File: config.mk
export PLATFORM = sky130hd
export DESIGN_NAME = quad_decoder
export DESIGN_NICKNAME = d
export VERILOG_FILES = /design/src/rtl/qdec_pkg.sv /design/src/rtl/qdec_sync.sv /design/src/rtl/qdec_prescaler.sv /design/src/rtl/qdec_filter.sv /design/src/rtl/qdec_core.sv /design/src/rtl/quad_decoder.sv
export SDC_FILE = /design/constraint.sdc
export NUM_CORES = 1
export LEC_CHECK = 0
export CORE_MARGIN = 2
export CORE_UTILIZATION = 30
export DETAILED_ROUTE_END_ITERATION = 10
export DONT_BUFFER_PORTS = 1
export PLACE_DENSITY = 0.5
export SYNTH_ARGS = -nofsm -noshare
export SYNTH_HDL_FRONTEND = slang
export SYNTH_SLANG_ARGS = --single-unit
File: constraint.sdc
create_clock -name clk_i -period 8.8 [get_ports clk_i]
set_clock_uncertainty 0.05 [all_clocks]
set_input_delay 1.76 -clock clk_i [delete_from_list [all_inputs] [get_ports clk_i]]
set_output_delay 1.76 -clock clk_i [all_outputs]
set_load 0.02 [all_outputs]
File: src/rtl/qdec_pkg.sv
package qdec_pkg;
  localparam int unsigned DIV_CODE_W = 3;
  localparam int unsigned DIV_CNT_W  = 8;

  // sparse divide table: 1,2,4,16,32,64,128,256 (no /8)
  function automatic logic [3:0] div_shift(input logic [DIV_CODE_W-1:0] code);
    logic [3:0] s;
    if (code < 3'd3) s = {1'b0, code};
    else             s = {1'b0, code} + 4'd1;
    return s;
  endfunction
endpackage

File: src/rtl/qdec_sync.sv
module qdec_sync #(
  parameter int unsigned WIDTH  = 3,
  parameter int unsigned STAGES = 2
) (
  input  logic             clk_i,
  input  logic             rst_ni,
  input  logic [WIDTH-1:0] d_i,
  output logic [WIDTH-1:0] q_o
);
  logic [WIDTH-1:0] stage_q [STAGES];

  always_ff @(posedge clk_i or negedge rst_ni) begin
    if (!rst_ni) begin
      for (int i = 0; i < STAGES; i++) stage_q[i] <= '0;
    end else begin
      stage_q[0] <= d_i;
      for (int i = 1; i < STAGES; i++) stage_q[i] <= stage_q[i-1];
    end
  end

  assign q_o = stage_q[STAGES-1];
endmodule

File: src/rtl/qdec_prescaler.sv
module qdec_prescaler
  import qdec_pkg::*;
(
  input  logic                  clk_i,
  input  logic                  rst_ni,
  input  logic [DIV_CODE_W-1:0] div_i,
  output logic                  tick_o
);
  logic [DIV_CNT_W-1:0] cnt_q;
  logic [DIV_CNT_W:0]   span;
  logic [DIV_CNT_W:0]   limit;

  always_comb begin
    span  = ({{DIV_CNT_W{1'b0}}, 1'b1}) << div_shift(div_i);
    limit = span - 1'b1;
  end

  assign tick_o = ({1'b0, cnt_q} >= limit);

  always_ff @(posedge clk_i or negedge rst_ni) begin
    if (!rst_ni)     cnt_q <= '0;
    else if (tick_o) cnt_q <= '0;
    else             cnt_q <= cnt_q + 1'b1;
  end
endmodule

File: src/rtl/qdec_filter.sv
module qdec_filter #(
  parameter int unsigned STABLE_N = 3
) (
  input  logic clk_i,
  input  logic rst_ni,
  input  logic tick_i,
  input  logic d_i,
  output logic q_o
);
  localparam int unsigned HIST_W = STABLE_N - 1;

  logic [HIST_W-1:0] hist_q;
  logic [STABLE_N-1:0] window;
  logic q_q;

  assign window = {hist_q, d_i};

  always_ff @(posedge clk_i or negedge rst_ni) begin
    if (!rst_ni) begin
      hist_q <= '0;
      q_q    <= 1'b0;
    end else if (tick_i) begin
      hist_q <= window[HIST_W-1:0];
      if (&window)       q_q <= 1'b1;
      else if (~|window) q_q <= 1'b0;
    end
  end

  assign q_o = q_q;

  // output level may only move on a sample tick
  a_r9_change_on_tick: assert property (@(posedge clk_i) disable iff (!rst_ni)
    !$stable(q_q) |-> $past(tick_i));
endmodule

File: src/rtl/qdec_core.sv
module qdec_core #(
  parameter int unsigned POS_W = 16
) (
  input  logic             clk_i,
  input  logic             rst_ni,
  input  logic             a_i,
  input  logic             b_i,
  input  logic             idx_i,
  input  logic             x4_i,
  input  logic [1:0]       match_i,
  input  logic             irq_dis_i,
  output logic [POS_W-1:0] pos_o,
  output logic             dir_o,
  output logic             err_o,
  output logic             irq_o
);
  logic a_q, b_q, idx_q;
  logic [POS_W-1:0] pos_q;
  logic dir_q, err_q, irq_q;
  logic a_chg, b_chg, illegal, step_en, step_up, idx_rise, match_ok, phase_sel;

  always_comb begin
    a_chg     = a_i ^ a_q;
    b_chg     = b_i ^ b_q;
    illegal   = a_chg & b_chg;
    step_en   = x4_i ? (a_chg ^ b_chg) : (a_chg & ~b_chg);
    step_up   = a_i ^ b_q;
    idx_rise  = idx_i & ~idx_q;
    phase_sel = match_i[1] ? b_i : a_i;
    match_ok  = x4_i ? ((b_i == match_i[1]) && (a_i == match_i[0]))
                     : (phase_sel == match_i[0]);
  end

  always_ff @(posedge clk_i or negedge rst_ni) begin
    if (!rst_ni) begin
      a_q   <= 1'b0;
      b_q   <= 1'b0;
      idx_q <= 1'b0;
      pos_q <= '0;
      dir_q <= 1'b0;
      err_q <= 1'b0;
      irq_q <= 1'b0;
    end else begin
      a_q   <= a_i;
      b_q   <= b_i;
      idx_q <= idx_i;
      err_q <= illegal;
      irq_q <= illegal & ~irq_dis_i;
      if (idx_rise && match_ok) begin
        pos_q <= '0;
      end else if (step_en) begin
        pos_q <= step_up ? pos_q + 1'b1 : pos_q - 1'b1;
        dir_q <= step_up;
      end
    end
  end

  assign pos_o = pos_q;
  assign dir_o = dir_q;
  assign err_o = err_q;
  assign irq_o = irq_q;

  // an illegal sample never moves the count
  a_r5_err_holds_pos: assert property (@(posedge clk_i) disable iff (!rst_ni)
    err_q |-> (pos_q == $past(pos_q)));
  // interrupt only with the error flag
  a_r6_irq_needs_err: assert property (@(posedge clk_i) disable iff (!rst_ni)
    irq_q |-> err_q);
  // single-unit steps or a clear
  a_r2_unit_step: assert property (@(posedge clk_i) disable iff (!rst_ni)
    (pos_q == $past(pos_q)) || (pos_q == $past(pos_q) + 1'b1) ||
    (pos_q == $past(pos_q) - 1'b1) || (pos_q == '0));
  // direction only moves with a count step
  a_r4_dir_with_step: assert property (@(posedge clk_i) disable iff (!rst_ni)
    !$stable(dir_q) |-> !$stable(pos_q));
endmodule

File: src/rtl/quad_decoder.sv
module quad_decoder
  import qdec_pkg::*;
#(
  parameter int unsigned POS_W       = 16,
  parameter int unsigned SYNC_STAGES = 2,
  parameter int unsigned STABLE_N    = 3
) (
  input  logic                  clk_i,
  input  logic                  rst_ni,
  input  logic                  enc_a_i,
  input  logic                  enc_b_i,
  input  logic                  enc_idx_i,
  input  logic                  filt_en_i,
  input  logic [DIV_CODE_W-1:0] filt_div_i,
  input  logic                  x4_mode_i,
  input  logic [1:0]            idx_match_i,
  input  logic                  err_irq_dis_i,
  output logic [POS_W-1:0]      pos_o,
  output logic                  dir_o,
  output logic                  filt_a_o,
  output logic                  filt_b_o,
  output logic                  filt_idx_o,
  output logic                  count_err_o,
  output logic                  err_irq_o
);
  localparam int unsigned NCH = 3;

  logic [NCH-1:0] sync_s, filt_s, dec_s;
  logic tick;

  qdec_sync #(.WIDTH(NCH), .STAGES(SYNC_STAGES)) u_sync (
    .clk_i (clk_i),
    .rst_ni(rst_ni),
    .d_i   ({enc_idx_i, enc_b_i, enc_a_i}),
    .q_o   (sync_s)
  );

  qdec_prescaler u_presc (
    .clk_i (clk_i),
    .rst_ni(rst_ni),
    .div_i (filt_div_i),
    .tick_o(tick)
  );

  for (genvar g = 0; g < NCH; g++) begin : g_filt
    qdec_filter #(.STABLE_N(STABLE_N)) u_filt (
      .clk_i (clk_i),
      .rst_ni(rst_ni),
      .tick_i(tick),
      .d_i   (sync_s[g]),
      .q_o   (filt_s[g])
    );
  end

  assign dec_s = filt_en_i ? filt_s : sync_s;

  qdec_core #(.POS_W(POS_W)) u_core (
    .clk_i    (clk_i),
    .rst_ni   (rst_ni),
    .a_i      (dec_s[0]),
    .b_i      (dec_s[1]),
    .idx_i    (dec_s[2]),
    .x4_i     (x4_mode_i),
    .match_i  (idx_match_i),
    .irq_dis_i(err_irq_dis_i),
    .pos_o    (pos_o),
    .dir_o    (dir_o),
    .err_o    (count_err_o),
    .irq_o    (err_irq_o)
  );

  assign filt_a_o   = filt_en_i & filt_s[0];
  assign filt_b_o   = filt_en_i & filt_s[1];
  assign filt_idx_o = filt_en_i & filt_s[2];
endmodule

[Word-level counts from Yosys, hierarchy flattened]
Index checks and enable logic that the tools add are counted.
W data, S select, Z words.
Operators by class
  reductions and logical operators: 13
  add/sub/neg operators: 5
  shift-type cells: 1
  bitwise logic cells: 15
  $lt $le $gt $ge: 2
  equality and inequality tests: 6
  mux-type cells: 15
Operator list (number)
  $mux W16: 3
  $add A16 B1 Y16 const B: 1
  $sub A16 B1 Y16 const B: 1
  $ge A8 B9 Y1: 1
  $mux W1: 9
  $reduce_and A3 Y1: 3
  $reduce_or A3 Y1: 3
  $shl A1 B4 Y9 const A: 1
  $sub A9 B1 Y9 const B: 1
  $add A8 B1 Y8 const B: 1
  $mux W8: 1
  $reduce_and A2 Y1: 4
  $and A1 B1 Y1: 7
  $ne A2 B1 Y1 const B: 3
  $add A3 B1 Y4 const B: 1
  $mux W4: 1
  $not A1 Y1: 4
  $xor A1 B1 Y1: 4
  $eq A1 B1 Y1: 3
  $lt A3 B2 Y1 const B: 1
  $mux W3: 1
  $logic_and A1 B1 Y1: 2
  $reduce_bool A2 Y1: 1
Storage, ports and cells
  flip-flop bits (word level): 45
  output and inout bits: 22
  bits of input ports: 13

[Logic depth before layout (Yosys ltp)]
  depth in word-level cells: 7
  depth in mapped cells: 18

[Cells and area by module]
A second synthesis with hierarchy kept.
Unflattened totals
  cells, all modules: 327
  area total of the unflattened synthesis: 3083.0 um^2
By module, submodules not included
  qdec_core: instances 1, seq. area each 550.5 um^2, area each 1662.8 um^2, cells each 195
  qdec_prescaler: instances 1, seq. area each 200.2 um^2, area each 793.3 um^2, cells each 90
  qdec_filter: instances 3, seq. area each 75.1 um^2, area each 132.6 um^2, cells each 9
  qdec_sync: instances 1, seq. area each 150.1 um^2, area each 172.7 um^2, cells each 9
  quad_decoder: instances 1, seq. area each 0.0 um^2, area each 56.3 um^2, cells each 6

[Worst setup path before layout]
No wires, ideal clock.
  path type: input to register
  from: input port filt_div_i[0]
  to: register g_filt[0].u_filt.q_q
  stages: 15
  library setup time: 0.130 ns
  path slack: 3.882 ns
  arrival: 4.737 ns
  cell sequence: ha_1 -> buf_1 -> nor2_1 -> a21oi_1 -> ha_1 -> clkbuf_1 -> nor2_1 -> a221oi_1 -> a21oi_1 -> a22oi_1 -> ha_1 -> o21ai_0 -> a221o_1 -> o41ai_1 -> a21oi_1
On the way
  word-level cells in the longest chain between the ends: 6
  elaborated cells on any way between the ends: 7
  classes of those cells: add/sub: 2; order compare: 2; shift: 1; mux: 1; reduce/logical: 1
RTL lines
  start: declaration: line quad_decoder.sv:14  | input logic [DIV_CODE_W-1:0] filt_div_i,
  $add A3 B1 Y4 / $lt A3 B2 Y1 (equally long branches): line qdec_pkg.sv:9, qdec_pkg.sv:8
  $mux W4 *: line qdec_pkg.sv:8  | if (code < 3'd3) s = {1'b0, code};
  $shl A1 B4 Y9 *: line qdec_prescaler.sv:14  | span = ({{DIV_CNT_W{1'b0}}, 1'b1}) << div_shift(div_i);
  $sub A9 B1 Y9 *: line qdec_prescaler.sv:15  | limit = span - 1'b1;
  $ge A8 B9 Y1 *: line qdec_prescaler.sv:18  | assign tick_o = ({1'b0, cnt_q} >= limit);
  $reduce_and A2 Y1 (no line) *
  end signal: assignment: line qdec_filter.sv:21  | q_q <= 1'b0;
  end signal: assignment: line qdec_filter.sv:24  | if (&window) q_q <= 1'b1;
  end signal: assignment: line qdec_filter.sv:25  | else if (~|window) q_q <= 1'b0;
  end: declaration: line qdec_filter.sv:14  | logic q_q;
Every way passes the cells marked *; elsewhere a longest branch is shown, timed or not.
A chain may end at the register's enable or synchronous reset.

[Worst setup path in the final report]
  from: input port filt_div_i[0]
  to: register g_filt[1].u_filt.hist_q[1]
On the way
  word-level cells in the longest chain between the ends: 5
  elaborated cells on any way between the ends: 6
  classes of those cells: add/sub: 2; order compare: 2; shift: 1; mux: 1
RTL lines
  $add A3 B1 Y4 / $lt A3 B2 Y1 (equally long branches): line qdec_pkg.sv:9, qdec_pkg.sv:8
  $mux W4 *: line qdec_pkg.sv:8
  $shl A1 B4 Y9 *: line qdec_prescaler.sv:14
  $sub A9 B1 Y9 *: line qdec_prescaler.sv:15
  $ge A8 B9 Y1 *: line qdec_prescaler.sv:18
  end signal: assignment: line qdec_filter.sv:23  | hist_q <= window[HIST_W-1:0];
  end: declaration: line qdec_filter.sv:12  | logic [HIST_W-1:0] hist_q;
Marked as above.

==> results.ini <==
[floorplan]
core_area_um2 = 9860
ioPinCount = 35
die_h_um = 105
die_area_um2 = 11100
die_width_um = 105
initial_core_util_pct = 31.1
row_count = 36

[synthesis]
netlist_area_um2 = 3070
synthCells = 348
synth_seq_area_share_pct = 36.7
ys_types = 53
synth_edf_count = 0
ys_ff_latch = 45
synthTopCellsByArea = dfrtp_1 37%, ha_1 11%, a21oi_1 5.7%
syn_area_per_cell_um2 = 8.82
async_reset_ff_share_pct = 100
synth_top_area_share_pct = 36.7
yosysTopAreaCell = dfrtp_1
synth_ff_type = dfrtp_1
ys_warn_count = 0
synth_nets = 389

[sta]
max_slew.worst_pin.slew_ps = 814
slew_headroom_pct = 45.7
slew_viol_final = 0
fin_setup_tns_ps = 0
finalSetupViolCount = 0
fmax_mhz = 191
rsz0062_at_grt = no
period_share_pct = 59.4
post-route-min-period_ps = 5230
finalHoldViolCount = 0

[clock_tree]
postCtsSetupRepairBufs = 0
cts_htree_levels = 2
cts_buffer_depth = 2
cts_hold_buf = 0
cts.sinks = 45
cts_made_buffers = 5
tritoncts = yes
cts-root-buf = clkbuf_8
clk_latency_ps = 310
clkTransAtPathRegs_ps = 100
cts_resized = 0

[layout]
layout.cells.non_filler = 478
final_cell_area_um2 = 3280
fin_nets = 385
drive_gt1_share_pct = 6.67
area_growth_pct = 7.01
finish.utilization_pct = 33.3
antennaDiodeCount = 0

[placed_design]
post-dp-hpwl_um = 4820
place_congestion = 0.798
placed_cells = 470
placed_area_um2 = 3190
portBuffers = 0

[critical_path]
endpoint_kind = flip-flop
required_ps = 8960
reg2reg_from = g_filt[0].u_filt.q_o
crit_start = filt_div_i[0]
cp.arrival_ps = 5390
critPathKind = input port to flip-flop
path_max_fanout = 15
start_kind = input port

[global_route]
grt_pass1_wl_um = 10900
grt_pass1_vias = 2216
grt_overflow = 0
grt_use_total_pct = 12.1
grt_max_degree = 46
antenna_found_initial = 0

[route]
drt_pass1_iterations = 4
first_iter_violations = 62
vias_per_cell = 5.07
drc = 0
wl_um = 6640
num_vias = 2423
post_drt_wl_per_cell_um = 13.9
ant_nets = 0

[hold_path]
hp-class = flip-flop to flip-flop
min_from = u_sync.stage_q[4]

[pwr]
ir_worst_vdd_v = 0.000137
p_per_area_nw_per_um2 = 326
p_leak_uw = 0.00145

[run_status]
status = finished clean

[run]
drv_cap = 0

==> metrics by stage <==
step	hold WS [ps]	worst slack, ps	power, uW
global placement	285	3370	924
finish	310	3570	1070
global route	319	3350	1170
CTS	315	3610	1080
floorplan	281	3880	823
detailed placement	290	3270	932
==> final cells by class <==
cell class | count | area [um^2]
fillers | 1010 | 6580
clock buffers | 5 | 68.8
clock inverters | 3 | 26.3
multi-input cells | 277 | 1840
flip-flops and latches | 45 | 1130
well taps | 133 | 166
repair buffers | 1 | 7.51
inverters | 14 | 52.6
==> cells in the mapped netlist, drive strengths merged, types with 2 or more instances <==
| master | number |
|---|---|
| a21boi | 2 |
| mux2 | 4 |
| and4 | 2 |
| a41oi | 3 |
| or2 | 2 |
| o21ai | 26 |
| xnor2 | 13 |
| o221ai | 2 |
| inv | 14 |
| a211oi | 5 |
| mux2i | 5 |
| a21oi | 37 |
| nand2 | 34 |
| and3 | 2 |
| o21a | 4 |
| a221oi | 2 |
| buf | 4 |
| nor3 | 14 |
| o41ai | 4 |
| nor3b | 3 |
| ha | 27 |
| and2 | 5 |
| xor2 | 8 |
| a22oi | 3 |
| clkbuf | 8 |
| nor2b | 4 |
| or3 | 3 |
| nand2b | 3 |
| a21o | 5 |
| dfrtp | 45 |
| nand3 | 7 |
| nor2 | 36 |
==> power breakdown <==
part           total, uW  internal (uW)  switching (uW)  leakage [uW]
sequential           397            276             120      0.000563
combinational        529            238             291      0.000835
clock                144           59.2            84.5     0.0000495
==> sequential cells by signal, summed over array words and instances (netlist names) <==
register,flops
u_core.irq_o,1
u_core.pos_o,16
u_sync.q_o,3
u_sync.stage_q,3
u_core.dir_o,1
u_core.b_q,1
u_core.idx_q,1
u_presc.cnt_q,8
g_filt.u_filt.hist_q,6
u_core.a_q,1
u_core.err_o,1
g_filt.u_filt.q_o,3
==> worst paths after layout <==
check / slack (ps) / cells after the start / endpoint
setup / recovery: 3570 / 15 / g_filt[1].u_filt.hist_q[1]
max in group asynchronous: 7520 / 0 / u_presc.cnt_q[0]
hold reg to reg: 310 / 0 / u_sync.q_o[1]
setup reg to reg: 5260 / 12 / u_core.pos_o[15]
hold / removal: 310 / 0 / u_sync.q_o[1]
min in group asynchronous: 1080 / 0 / u_core.pos_o[9]
==> cell families after synthesis <==
kind of cell	share of synthesized area, %
flip-flops	36.7
AO/OA/AOI/OAI	20.4
AND/OR/NAND/NOR	18.6
adder cells (fa/ha/maj)	11.7
buffers and inverters	3.47
XOR/XNOR	6.00
multiplexers	3.10
==> routing by layer <==
layer  GRT usage [%]  vias up  wire, um
li1                -     1244         -
met1            16.8     1137      3380
met2            18.5       34      2900
met3            3.43        8       287
met4            3.24        0        73
met5               0        -         0
==> cell usage in the layout, fill, tap and decap left out, types with 4 or more instances in the layout <==
cell      count
nor2_1       36
o21a_1        4
xor2_1        8
and2_1        4
ha_1         27
mux2i_1       5
o21ai_0      25
mux2_2        4
dfrtp_1      45
nor2b_1       4
xnor2_1      13
clkbuf_8      5
o41ai_1       4
nand2_1      33
a21o_1        5
nand3_1       7
nor3_1       14
a21oi_1      35
a211oi_1      5
inv_1        14
==> critical path, stage by stage <==
cell	delay (ps)
ha_1	430
or2b_2	390
nor3b_1	210
a21oi_1	70
ha_1	370
or2_2	370
a21oi_1	130
a311oi_1	60
a21oi_1	140
a22oi_1	100
ha_1	290
o21ai_0	90
o21ai_0	470
nand2_2	200
mux2_2	310
Power figures use the tool's default switching activity.
